$ cat src/rtl/excl_mon_pkg.sv
package excl_mon_pkg;

  // Action applied to one core's private reservation in a cycle
  typedef enum logic [1:0] {
    RSV_HOLD = 2'd0,
    RSV_SET  = 2'd1,
    RSV_DROP = 2'd2
  } rsv_act_e;

  // Granule width for an address width: the two byte-select bits are ignored
  function automatic int gran_w(input int addr_w);
    return addr_w - 2;
  endfunction

endpackage

$ cat src/rtl/excl_rst_sync.sv
module excl_rst_sync (
  input  logic clk,
  input  logic rst_n,
  output logic rst_n_sync
);

  logic meta_q;
  logic sync_q;

  always_ff @(posedge clk or negedge rst_n) begin
    if (!rst_n) begin
      meta_q <= 1'b0;
      sync_q <= 1'b0;
    end else begin
      meta_q <= 1'b1;
      sync_q <= meta_q;
    end
  end

  assign rst_n_sync = sync_q;

endmodule

$ cat src/rtl/excl_local_mon.sv
module excl_local_mon
  import excl_mon_pkg::*;
#(
  parameter int GW = 30
) (
  input  logic          clk,
  input  logic          rst_n,
  input  logic          exc,
  input  logic          ldx,
  input  logic [GW-1:0] ldx_gran,
  input  logic          stx,
  input  logic          clrx,
  output logic          rsv_vld,
  output logic [GW-1:0] rsv_gran
);

  rsv_act_e      act;
  logic          vld_d;
  logic [GW-1:0] gran_d;
  logic          gran_en;

  // Exception beats everything; store-exclusive and clear both drop
  always_comb begin
    act = RSV_HOLD;
    if (exc)
      act = RSV_DROP;
    else if (ldx)
      act = RSV_SET;
    else if (stx || clrx)
      act = RSV_DROP;
  end

  always_comb begin
    vld_d   = rsv_vld;
    gran_en = 1'b0;
    unique case (act)
      RSV_SET:  begin vld_d = 1'b1; gran_en = 1'b1; end
      RSV_DROP: vld_d = 1'b0;
      default:  vld_d = rsv_vld;
    endcase
    gran_d = ldx_gran;
  end

  always_ff @(posedge clk or negedge rst_n) begin
    if (!rst_n)
      rsv_vld <= 1'b0;
    else
      rsv_vld <= vld_d;
  end

  always_ff @(posedge clk or negedge rst_n) begin
    if (!rst_n)
      rsv_gran <= '0;
    else if (gran_en)
      rsv_gran <= gran_d;
  end

endmodule

$ cat src/rtl/excl_stx_arb.sv
module excl_stx_arb #(
  parameter int NC = 4,
  parameter int GW = 30
) (
  input  logic [NC-1:0]         stx_vld,
  input  logic [NC-1:0]         stx_shr,
  input  logic [NC-1:0][GW-1:0] stx_gran,
  input  logic [NC-1:0]         exc,
  input  logic [NC-1:0]         lcl_vld,
  input  logic [NC-1:0][GW-1:0] lcl_gran,
  input  logic [NC-1:0]         glb_vld,
  input  logic [NC-1:0][GW-1:0] glb_gran,
  output logic [NC-1:0]         stx_ok
);

  logic [NC-1:0] cand;
  logic [NC-1:0] blocked;

  for (genvar i = 0; i < NC; i++) begin : g_cand
    logic lcl_hit;
    logic glb_hit;
    assign lcl_hit = lcl_vld[i] && (lcl_gran[i] == stx_gran[i]);
    assign glb_hit = glb_vld[i] && (glb_gran[i] == stx_gran[i]);
    assign cand[i] = stx_vld[i] && !exc[i] && lcl_hit && (!stx_shr[i] || glb_hit);
  end

  // Fixed priority: a lower index with a shareable store to the same granule wins
  for (genvar i = 0; i < NC; i++) begin : g_blk
    if (i == 0) begin : g_first
      assign blocked[i] = 1'b0;
    end else begin : g_rest
      logic [i-1:0] lower_hit;
      for (genvar j = 0; j < i; j++) begin : g_lo
        assign lower_hit[j] = cand[j] && stx_shr[j] && stx_shr[i] &&
                              (stx_gran[j] == stx_gran[i]);
      end
      assign blocked[i] = |lower_hit;
    end
  end

  assign stx_ok = cand & ~blocked;

endmodule

$ cat src/rtl/excl_global_mon.sv
module excl_global_mon #(
  parameter int NC = 4,
  parameter int GW = 30
) (
  input  logic                  clk,
  input  logic                  rst_n,
  input  logic [NC-1:0]         ldx_acc,
  input  logic [NC-1:0][GW-1:0] ldx_gran,
  input  logic [NC-1:0]         stx_vld,
  input  logic [NC-1:0]         stx_shr,
  input  logic [NC-1:0][GW-1:0] stx_gran,
  input  logic [NC-1:0]         stx_ok,
  input  logic [NC-1:0]         st_vld,
  input  logic [NC-1:0][GW-1:0] st_gran,
  output logic [NC-1:0]         slot_vld,
  output logic [NC-1:0][GW-1:0] slot_gran
);

  logic [NC-1:0] snoop_hit;
  logic [NC-1:0] vld_d;

  for (genvar k = 0; k < NC; k++) begin : g_slot
    logic [NC-1:0] hit_from;
    for (genvar j = 0; j < NC; j++) begin : g_src
      if (j == k) begin : g_self
        assign hit_from[j] = 1'b0;
      end else begin : g_other
        logic st_hit;
        logic stx_hit;
        assign st_hit  = st_vld[j] && (st_gran[j] == slot_gran[k]);
        assign stx_hit = stx_ok[j] && stx_shr[j] && (stx_gran[j] == slot_gran[k]);
        assign hit_from[j] = st_hit || stx_hit;
      end
    end
    assign snoop_hit[k] = slot_vld[k] && (|hit_from);

    // Own load-exclusive sets; own shareable store-exclusive or a snoop clears
    always_comb begin
      if (ldx_acc[k])
        vld_d[k] = 1'b1;
      else if (stx_vld[k] && stx_shr[k])
        vld_d[k] = 1'b0;
      else if (snoop_hit[k])
        vld_d[k] = 1'b0;
      else
        vld_d[k] = slot_vld[k];
    end

    always_ff @(posedge clk or negedge rst_n) begin
      if (!rst_n)
        slot_vld[k] <= 1'b0;
      else
        slot_vld[k] <= vld_d[k];
    end

    always_ff @(posedge clk or negedge rst_n) begin
      if (!rst_n)
        slot_gran[k] <= '0;
      else if (ldx_acc[k])
        slot_gran[k] <= ldx_gran[k];
    end
  end

endmodule

$ cat src/rtl/excl_monitor.sv
module excl_monitor
  import excl_mon_pkg::*;
#(
  parameter int NUM_CORES = 4,
  parameter int ADDR_W    = 32
) (
  input  logic                              clk,
  input  logic                              rst_n,
  input  logic [NUM_CORES-1:0]              ldx_vld,
  input  logic [NUM_CORES-1:0][ADDR_W-1:0]  ldx_addr,
  input  logic [NUM_CORES-1:0]              stx_vld,
  input  logic [NUM_CORES-1:0][ADDR_W-1:0]  stx_addr,
  input  logic [NUM_CORES-1:0]              stx_shr,
  input  logic [NUM_CORES-1:0]              clrx_vld,
  input  logic [NUM_CORES-1:0]              st_vld,
  input  logic [NUM_CORES-1:0][ADDR_W-1:0]  st_addr,
  input  logic [NUM_CORES-1:0]              exc_pulse,
  output logic [NUM_CORES-1:0]              stx_fail
);

  localparam int GW = gran_w(ADDR_W);

  logic                          rst_n_int;
  logic [NUM_CORES-1:0][GW-1:0]  ldx_gran;
  logic [NUM_CORES-1:0][GW-1:0]  stx_gran;
  logic [NUM_CORES-1:0][GW-1:0]  st_gran;
  logic [NUM_CORES-1:0]          lcl_vld;
  logic [NUM_CORES-1:0][GW-1:0]  lcl_gran;
  logic [NUM_CORES-1:0]          glb_vld;
  logic [NUM_CORES-1:0][GW-1:0]  glb_gran;
  logic [NUM_CORES-1:0]          ldx_acc;
  logic [NUM_CORES-1:0]          stx_ok;
  logic [NUM_CORES-1:0][5:0]     unused_lo;

  excl_rst_sync u_rst_sync (
    .clk        (clk),
    .rst_n      (rst_n),
    .rst_n_sync (rst_n_int)
  );

  for (genvar c = 0; c < NUM_CORES; c++) begin : g_core
    assign ldx_gran[c]  = ldx_addr[c][ADDR_W-1:2];
    assign stx_gran[c]  = stx_addr[c][ADDR_W-1:2];
    assign st_gran[c]   = st_addr[c][ADDR_W-1:2];
    assign unused_lo[c] = {ldx_addr[c][1:0], stx_addr[c][1:0], st_addr[c][1:0]};
    assign ldx_acc[c]   = ldx_vld[c] && !exc_pulse[c];

    excl_local_mon #(.GW(GW)) u_lcl (
      .clk      (clk),
      .rst_n    (rst_n_int),
      .exc      (exc_pulse[c]),
      .ldx      (ldx_vld[c]),
      .ldx_gran (ldx_gran[c]),
      .stx      (stx_vld[c]),
      .clrx     (clrx_vld[c]),
      .rsv_vld  (lcl_vld[c]),
      .rsv_gran (lcl_gran[c])
    );
  end

  excl_stx_arb #(.NC(NUM_CORES), .GW(GW)) u_arb (
    .stx_vld  (stx_vld),
    .stx_shr  (stx_shr),
    .stx_gran (stx_gran),
    .exc      (exc_pulse),
    .lcl_vld  (lcl_vld),
    .lcl_gran (lcl_gran),
    .glb_vld  (glb_vld),
    .glb_gran (glb_gran),
    .stx_ok   (stx_ok)
  );

  excl_global_mon #(.NC(NUM_CORES), .GW(GW)) u_glb (
    .clk       (clk),
    .rst_n     (rst_n_int),
    .ldx_acc   (ldx_acc),
    .ldx_gran  (ldx_gran),
    .stx_vld   (stx_vld),
    .stx_shr   (stx_shr),
    .stx_gran  (stx_gran),
    .stx_ok    (stx_ok),
    .st_vld    (st_vld),
    .st_gran   (st_gran),
    .slot_vld  (glb_vld),
    .slot_gran (glb_gran)
  );

  assign stx_fail = stx_vld & ~stx_ok;

endmodule

$ cat config.mk
export PLATFORM = sky130hd
export DESIGN_NAME = excl_monitor
export DESIGN_NICKNAME = d
export VERILOG_FILES = /design/src/rtl/excl_mon_pkg.sv /design/src/rtl/excl_rst_sync.sv /design/src/rtl/excl_local_mon.sv /design/src/rtl/excl_stx_arb.sv /design/src/rtl/excl_global_mon.sv /design/src/rtl/excl_monitor.sv
export SDC_FILE = /design/constraint.sdc
export NUM_CORES = 1
export LEC_CHECK = 0
export BUFFER_PORTS_ARGS = -buffer_cell sky130_fd_sc_hd__buf_2
export CAP_MARGIN = 20
export CORE_MARGIN = 2
export CORE_UTILIZATION = 30
export CTS_CLUSTER_SIZE = 8
export DETAILED_ROUTE_END_ITERATION = 8
export HOLD_SLACK_MARGIN = 0.06
export MAX_ROUTING_LAYER = met4
export PLACE_DENSITY = 0.51
export SKIP_LAST_GASP = 1
export SLEW_MARGIN = 15
export SYNTH_ARGS = -nofsm -noshare
export SYNTH_HDL_FRONTEND = slang
export SYNTH_SLANG_ARGS = --single-unit
export TNS_END_PERCENT = 5
$ cat constraint.sdc
create_clock -name clk -period 12.21 [get_ports clk]
set_clock_uncertainty 0.05 [all_clocks]
set_input_delay 2.442 -clock clk [delete_from_list [all_inputs] [get_ports clk]]
set_output_delay 2.442 -clock clk [all_outputs]
set_load 0.02 [all_outputs]
* Word-level counts from Yosys, hierarchy flattened *
Index checks and enable logic that the tools add are counted.

storage, ports and cells
  flip-flop bits (word level) = 250
  logic and storage cells = 217
  input port bits = 410

operators by class
  bitwise logic cells = 4
  multiplexer cells = 32
  equal/unequal tests = 46
  reduce and logical (&&, ||, !) cells = 117

operators with widths
  kind                                                  count
  equality test 30 bit                                  38
  logical AND 1 bit                                     75
  2-to-1 mux 2 bit                                      12
  logical OR 1 bit                                      20
  2-to-1 mux 1 bit                                      16
  OR reduction 3 bit                                    5
  nonzero test 3 bit                                    4
  AND 4 bit                                             2
  equality test 2 x 1 -> 1 bit (second input constant)  4
  equality test 2 bit (second input constant)           4
  zero test 1 bit                                       8
  inverter 4 bit                                        2
  case mux 1 bit (2 select lines)                       4
  nonzero test 2 bit                                    4
  OR reduction 2 bit                                    1

* Depth between registers and ports, before layout *
  depth after elaboration = 18
  gate-level depth with buffers = 8
  gate-level depth less buffers = 7

* By module *
From an unflattened synthesis, not the netlist that was laid out.

unflattened totals
  cells, all modules = 2351
  area, all modules = 23849.1 µm²

by module, submodules not included
  module           seq. area each (µm²)  area an instance (µm²)  cells each  times used
  excl_global_mon  3103.0                13203.9                 1360        1
  excl_local_mon   775.7                 1328.8                  70          4
  excl_stx_arb     0.0                   5166.2                  700         1
  excl_monitor     0.0                   110.1                   8           1
  excl_rst_sync    50.0                  53.8                    3           1

* Least setup slack after synthesis *
OpenSTA, ideal clock, no wires.

  kind = input port to output port
  start = in stx_addr[77] in the netlist's numbering
  end = out stx_fail[3]
  slack = 5433 ps
  cell stages on the path = 8
  arrival time = 4285 ps
  cell sequence = buf_2 xor2_1 nor4_1 nand4_1 or3_4 nor4b_4 o31ai_1 a21boi_1

on the way
  word-level cells in the longest chain between the ends = 12
  elaborated cells between the ends (all ways) = 16
  classes of those cells = 3 x eq/ne; 4 x bitwise; 9 x reduce/logical

ends and longest elaborated chain
  item                                                   RTL line                                source
  start: declaration                                     excl_monitor.sv:12                      input logic [NUM_CORES-1:0][ADDR_W-1:0] stx_addr,
  equality test 30 bit (on tied branches)                excl_stx_arb.sv:22, excl_stx_arb.sv:23
  logical AND 1 bit (on tied branches)                   excl_stx_arb.sv:22, excl_stx_arb.sv:23
  logical AND 1 bit or logical OR 1 bit (tied branches)  excl_stx_arb.sv:24                      assign cand[i] = stx_vld[i] && !exc[i] && lcl_hit && (!stx_shr[i] || glb_hit);
  logical AND 1 bit                                      excl_stx_arb.sv:24
  logical AND 1 bit (2 in a row)                         excl_stx_arb.sv:34                      assign lower_hit[j] = cand[j] && stx_shr[j] && stx_shr[i] &&
  logical AND 1 bit (*)                                  excl_stx_arb.sv:34
  OR reduction 3 bit (*)                                 excl_stx_arb.sv:37                      assign blocked[i] = |lower_hit;
  inverter 4 bit (*)                                     excl_stx_arb.sv:41                      assign stx_ok = cand & ~blocked;
  AND 4 bit (*)                                          excl_stx_arb.sv:41
  inverter 4 bit (*)                                     excl_monitor.sv:88                      assign stx_fail = stx_vld & ~stx_ok;
  AND 4 bit (*)                                          excl_monitor.sv:88
  end: declaration                                       excl_monitor.sv:18                      output logic [NUM_CORES-1:0] stx_fail

Mark *: on every way between the ends. The rest lies on a longest branch, timed or not.

* Final worst setup path *
  start = in stx_addr[25] in the netlist's numbering
  end = out stx_fail[2]

on the way
  word-level cells in the longest chain between the ends = 12
  elaborated cells between the ends (all ways) = 16
  classes of those cells = 3 x eq/ne; 4 x bitwise; 9 x reduce/logical

ends and longest elaborated chain
  item                                                   RTL line
  equality test 30 bit (on tied branches)                excl_stx_arb.sv:22, excl_stx_arb.sv:23
  logical AND 1 bit (on tied branches)                   excl_stx_arb.sv:22, excl_stx_arb.sv:23
  logical AND 1 bit or logical OR 1 bit (tied branches)  excl_stx_arb.sv:24
  logical AND 1 bit                                      excl_stx_arb.sv:24
  logical AND 1 bit (2 in a row)                         excl_stx_arb.sv:34
  logical AND 1 bit (*)                                  excl_stx_arb.sv:34
  OR reduction 2 bit (*)                                 excl_stx_arb.sv:37
  inverter 4 bit (*)                                     excl_stx_arb.sv:41
  AND 4 bit (*)                                          excl_stx_arb.sv:41
  inverter 4 bit (*)                                     excl_monitor.sv:88
  AND 4 bit (*)                                          excl_monitor.sv:88

Marks and branches as above.

==> results.toml <==
[pwr]
p_comb_frac = 0.355
switchingPower_mw = 1.38
p_per_area_nw_per_um2 = 129
seqPwrFrac = 0.349
sw_frac_of_total = 0.405
clkPwrFrac = 0.295
p_int_mw = 2.03
total_leakage_power_nw = 11.1
vdd_drop_max_mv = 0.0864

[timing]
maxSlewViolCount = 0
relSlewSlack = 0.296
setup_viol = 0
fin_ws_ps = 4130
rsz0062_at_grt = "no"
tns_ps = 0
tightest_slew_ps = 1060
fin_crit_sh = 0.661
finalHoldViolCount = 0
fmax_mhz = 124
min_period_ps = 8080

[global_routing]
gr-total-overflow = 0
antenna_found_initial = 14
grt_pass1_wl_microns = 187000
grt_max_degree = 66
grt_pass1_vias = 21736
grt_use_total = 0.360

[setup_path]
end_kind = "primary output"
critPathLaunchType = "input pin"
crit_family = "simple AND/OR/NAND/NOR gates"
worstSetupPathDepth = 8
worstSetupPathType = "in2out"
rr_endpoint = "u_glb.slot_vld[0]"
r2r_start = "u_glb.slot_gran[23]"
cp.arrival_ps = 5580
crit_fanout = 8
max_stage_delay_ps = 890
endpoint = "stx_fail[2]"
r2r_slack_ps = 8290
slowest_stage = "nor4_1"
crit_chain = "buf_2 > xnor2_1 > nand4_1 > nor4_1 > nand2_1 > nor4_1 > o21a_1 > buf_2"
worstPathRequired_ps = 9720
reg2reg_depth = 7
worstSetupStartpoint = "stx_addr[25]"
path_buf_inv = 2

[floorplanning]
io_pins = 414
die-height_microns = 280
core.rowCount = 101
die_area_sq_um = 78400
start_util = 0.302
core-area_sq_um = 75700
die_x_microns = 280

[cells_and_area]
drive_gt1_frac = 0.177
area_growth_pct = 15.1
num-nets-final = 3378
nFillCells = 8026

[routing]
post_drt_wl_per_cell_microns = 35.2
viasPerCell = 5.59
drtAntennaViolNets = 0
vias = 22204
drt_iter0_markers = 3145
drc = 0
dr.pass1.iters = 6
wl_microns = 140000

[cts]
root_buffer = "clkbuf_16"
numCtsBuffers = 38
clock-sinks = 250
ctsResizeCount = 0
clockBufferDepth = 3
cts_setup_buffers = 0
htreeDepth = 2
clk_pin_slew_ps = 50
cts_tree = "yes"
ctsHoldBuffers = 0
clock_latency_ps = 560

[worst_hold_path]
min_path_type = "reg2reg"

[placed_design]
post-place-ws_ps = 4320
port_buffers = 389
place_congestion = 1.07
dp_hpwl_microns = 99200

[synthesis]
synth_cell_types = 44
ys_seq_area_frac = 0.274
ys_seq_elements = 250
syn_inst = 2744
synth-async-reset-ratio = 1.00
ys_warn_count = 0
avgSynthCellArea_sq_um = 8.33
synth_edf_count = 0
ys.flop_type = "dfrtp_1"
syn_area_sq_um = 22900
syn_nets = 3154

[flow_run]
max_cap_viol_count = 0

[status]
run_status = "finished, final reports clean"
power by group through the flow:
stage,clock (mW),sequential (mW),combinational [mW]
finish,1.00,1.19,1.21
floorplan,0,0.994,0.849
detailed placement,0,1.18,1.16
global placement,0,1.18,1.15
global route,1.05,1.18,1.27
CTS,1.02,1.17,1.17
state kept, by name, indices dropped and copies added (netlist names):
| register | cells |
|---|---|
| u_glb.slot_gran | 120 |
| u_glb.slot_vld | 4 |
| u_rst_sync.rst_n_sync | 1 |
| g_core.u_lcl.rsv_gran | 120 |
| u_rst_sync.meta_q | 1 |
| g_core.u_lcl.rsv_vld | 4 |
cell type report:
class / instances / area [sq um] / area share
inverter: 4 / 15.0 / 0.000571
sequential: 250 / 6260 / 0.238
multi-input combinational: 2210 / 15200 / 0.576
antenna: 19 / 47.5 / 0.00181
timing repair buffer: 464 / 2510 / 0.0956
clock buffer: 47 / 1080 / 0.0410
clock inverter: 2 / 10.0 / 0.000380
tap: 978 / 1220 / 0.0465
how the worst min path moves through the flow:
stage                     depth (start not counted)               endpoint         startpoint  slack (ps)
after floorplan                                   0  u_rst_sync.rst_n_sync  u_rst_sync.meta_q         280
after global placement                            0  u_rst_sync.rst_n_sync  u_rst_sync.meta_q         280
after detailed placement                          0  u_rst_sync.rst_n_sync  u_rst_sync.meta_q         290
after CTS                                         0  u_rst_sync.rst_n_sync  u_rst_sync.meta_q         300
after global routing                              0  u_rst_sync.rst_n_sync  u_rst_sync.meta_q         310
final                                             0  u_rst_sync.rst_n_sync  u_rst_sync.meta_q         300
through the flow:
stage	utilization	hold slack (ps)	std cells	power [mW]	instance area, sq um
after floorplan	-	281	2744	1.84	22900
after global placement	0.332	283	3904	2.33	25200
after detailed placement	0.332	286	3904	2.34	25200
after CTS	0.347	298	3953	3.35	26200
after global routing	0.348	309	3969	3.50	26300
final	0.348	297	3974	3.40	26300
layout by cell type (no fill, tap or decap), drive strengths merged, types with 2 or more instances in the layout:
cell / instances
a21boi: 3
a21oi: 5
a41oi: 2
and3: 4
buf: 463
clkbuf: 48
clkinv: 2
dfrtp: 250
diode: 19
inv: 4
nand2: 617
nand2b: 4
nand3: 15
nand4: 219
nor2: 10
nor2b: 4
nor3: 22
nor4: 137
o21ai: 5
o31ai: 6
or3: 3
or4: 2
xnor2: 767
xor2: 371
synthesized netlist by cell type (5+ instances only):
cell | count | area (sq um)
xnor2_1 | 765 | 6700
nand2_1 | 617 | 2320
xor2_1 | 370 | 3240
dfrtp_1 | 250 | 6260
nand4_1 | 219 | 1370
buf_2 | 150 | 751
nor4_1 | 135 | 845
clkbuf_1 | 88 | 330
buf_4 | 27 | 203
nor3_1 | 22 | 110
buf_6 | 15 | 169
nand3_1 | 15 | 75.1
nor2_1 | 10 | 37.5
o31ai_1 | 6 | 45.0
a21oi_1 | 5 | 25.0
worst reg2reg max path, stage by stage (launching register included):
cell	delay, ps
dfrtp_1	980
xnor2_1	210
nand4_1	120
nor4_1	720
nand2_1	300
nor4_1	890
nor4_1	230
o31ai_1	340
cell families (layout without fill, tap and decap cells):
group,after synthesis,in the layout,share of synthesized area
AOI/OAI and AO/OA,29,29,0.00897
xor gates and xnor gates,1138,1138,0.437
buffers and inverters,284,517,0.0642
DFF,250,250,0.274
other,1,20,0.000164
and+or+nand+nor,1042,1042,0.216
layer usage:
metal	share of wire	vias to the layer above	GRT usage
li1	-	9301	-
met1	0.38	10701	0.438
met2	0.42	1648	0.523
met3	0.12	554	0.110
met4	0.074	0	0.217
met5	0	-	-
No activity file was read; power rests on OpenSTA's default activity.
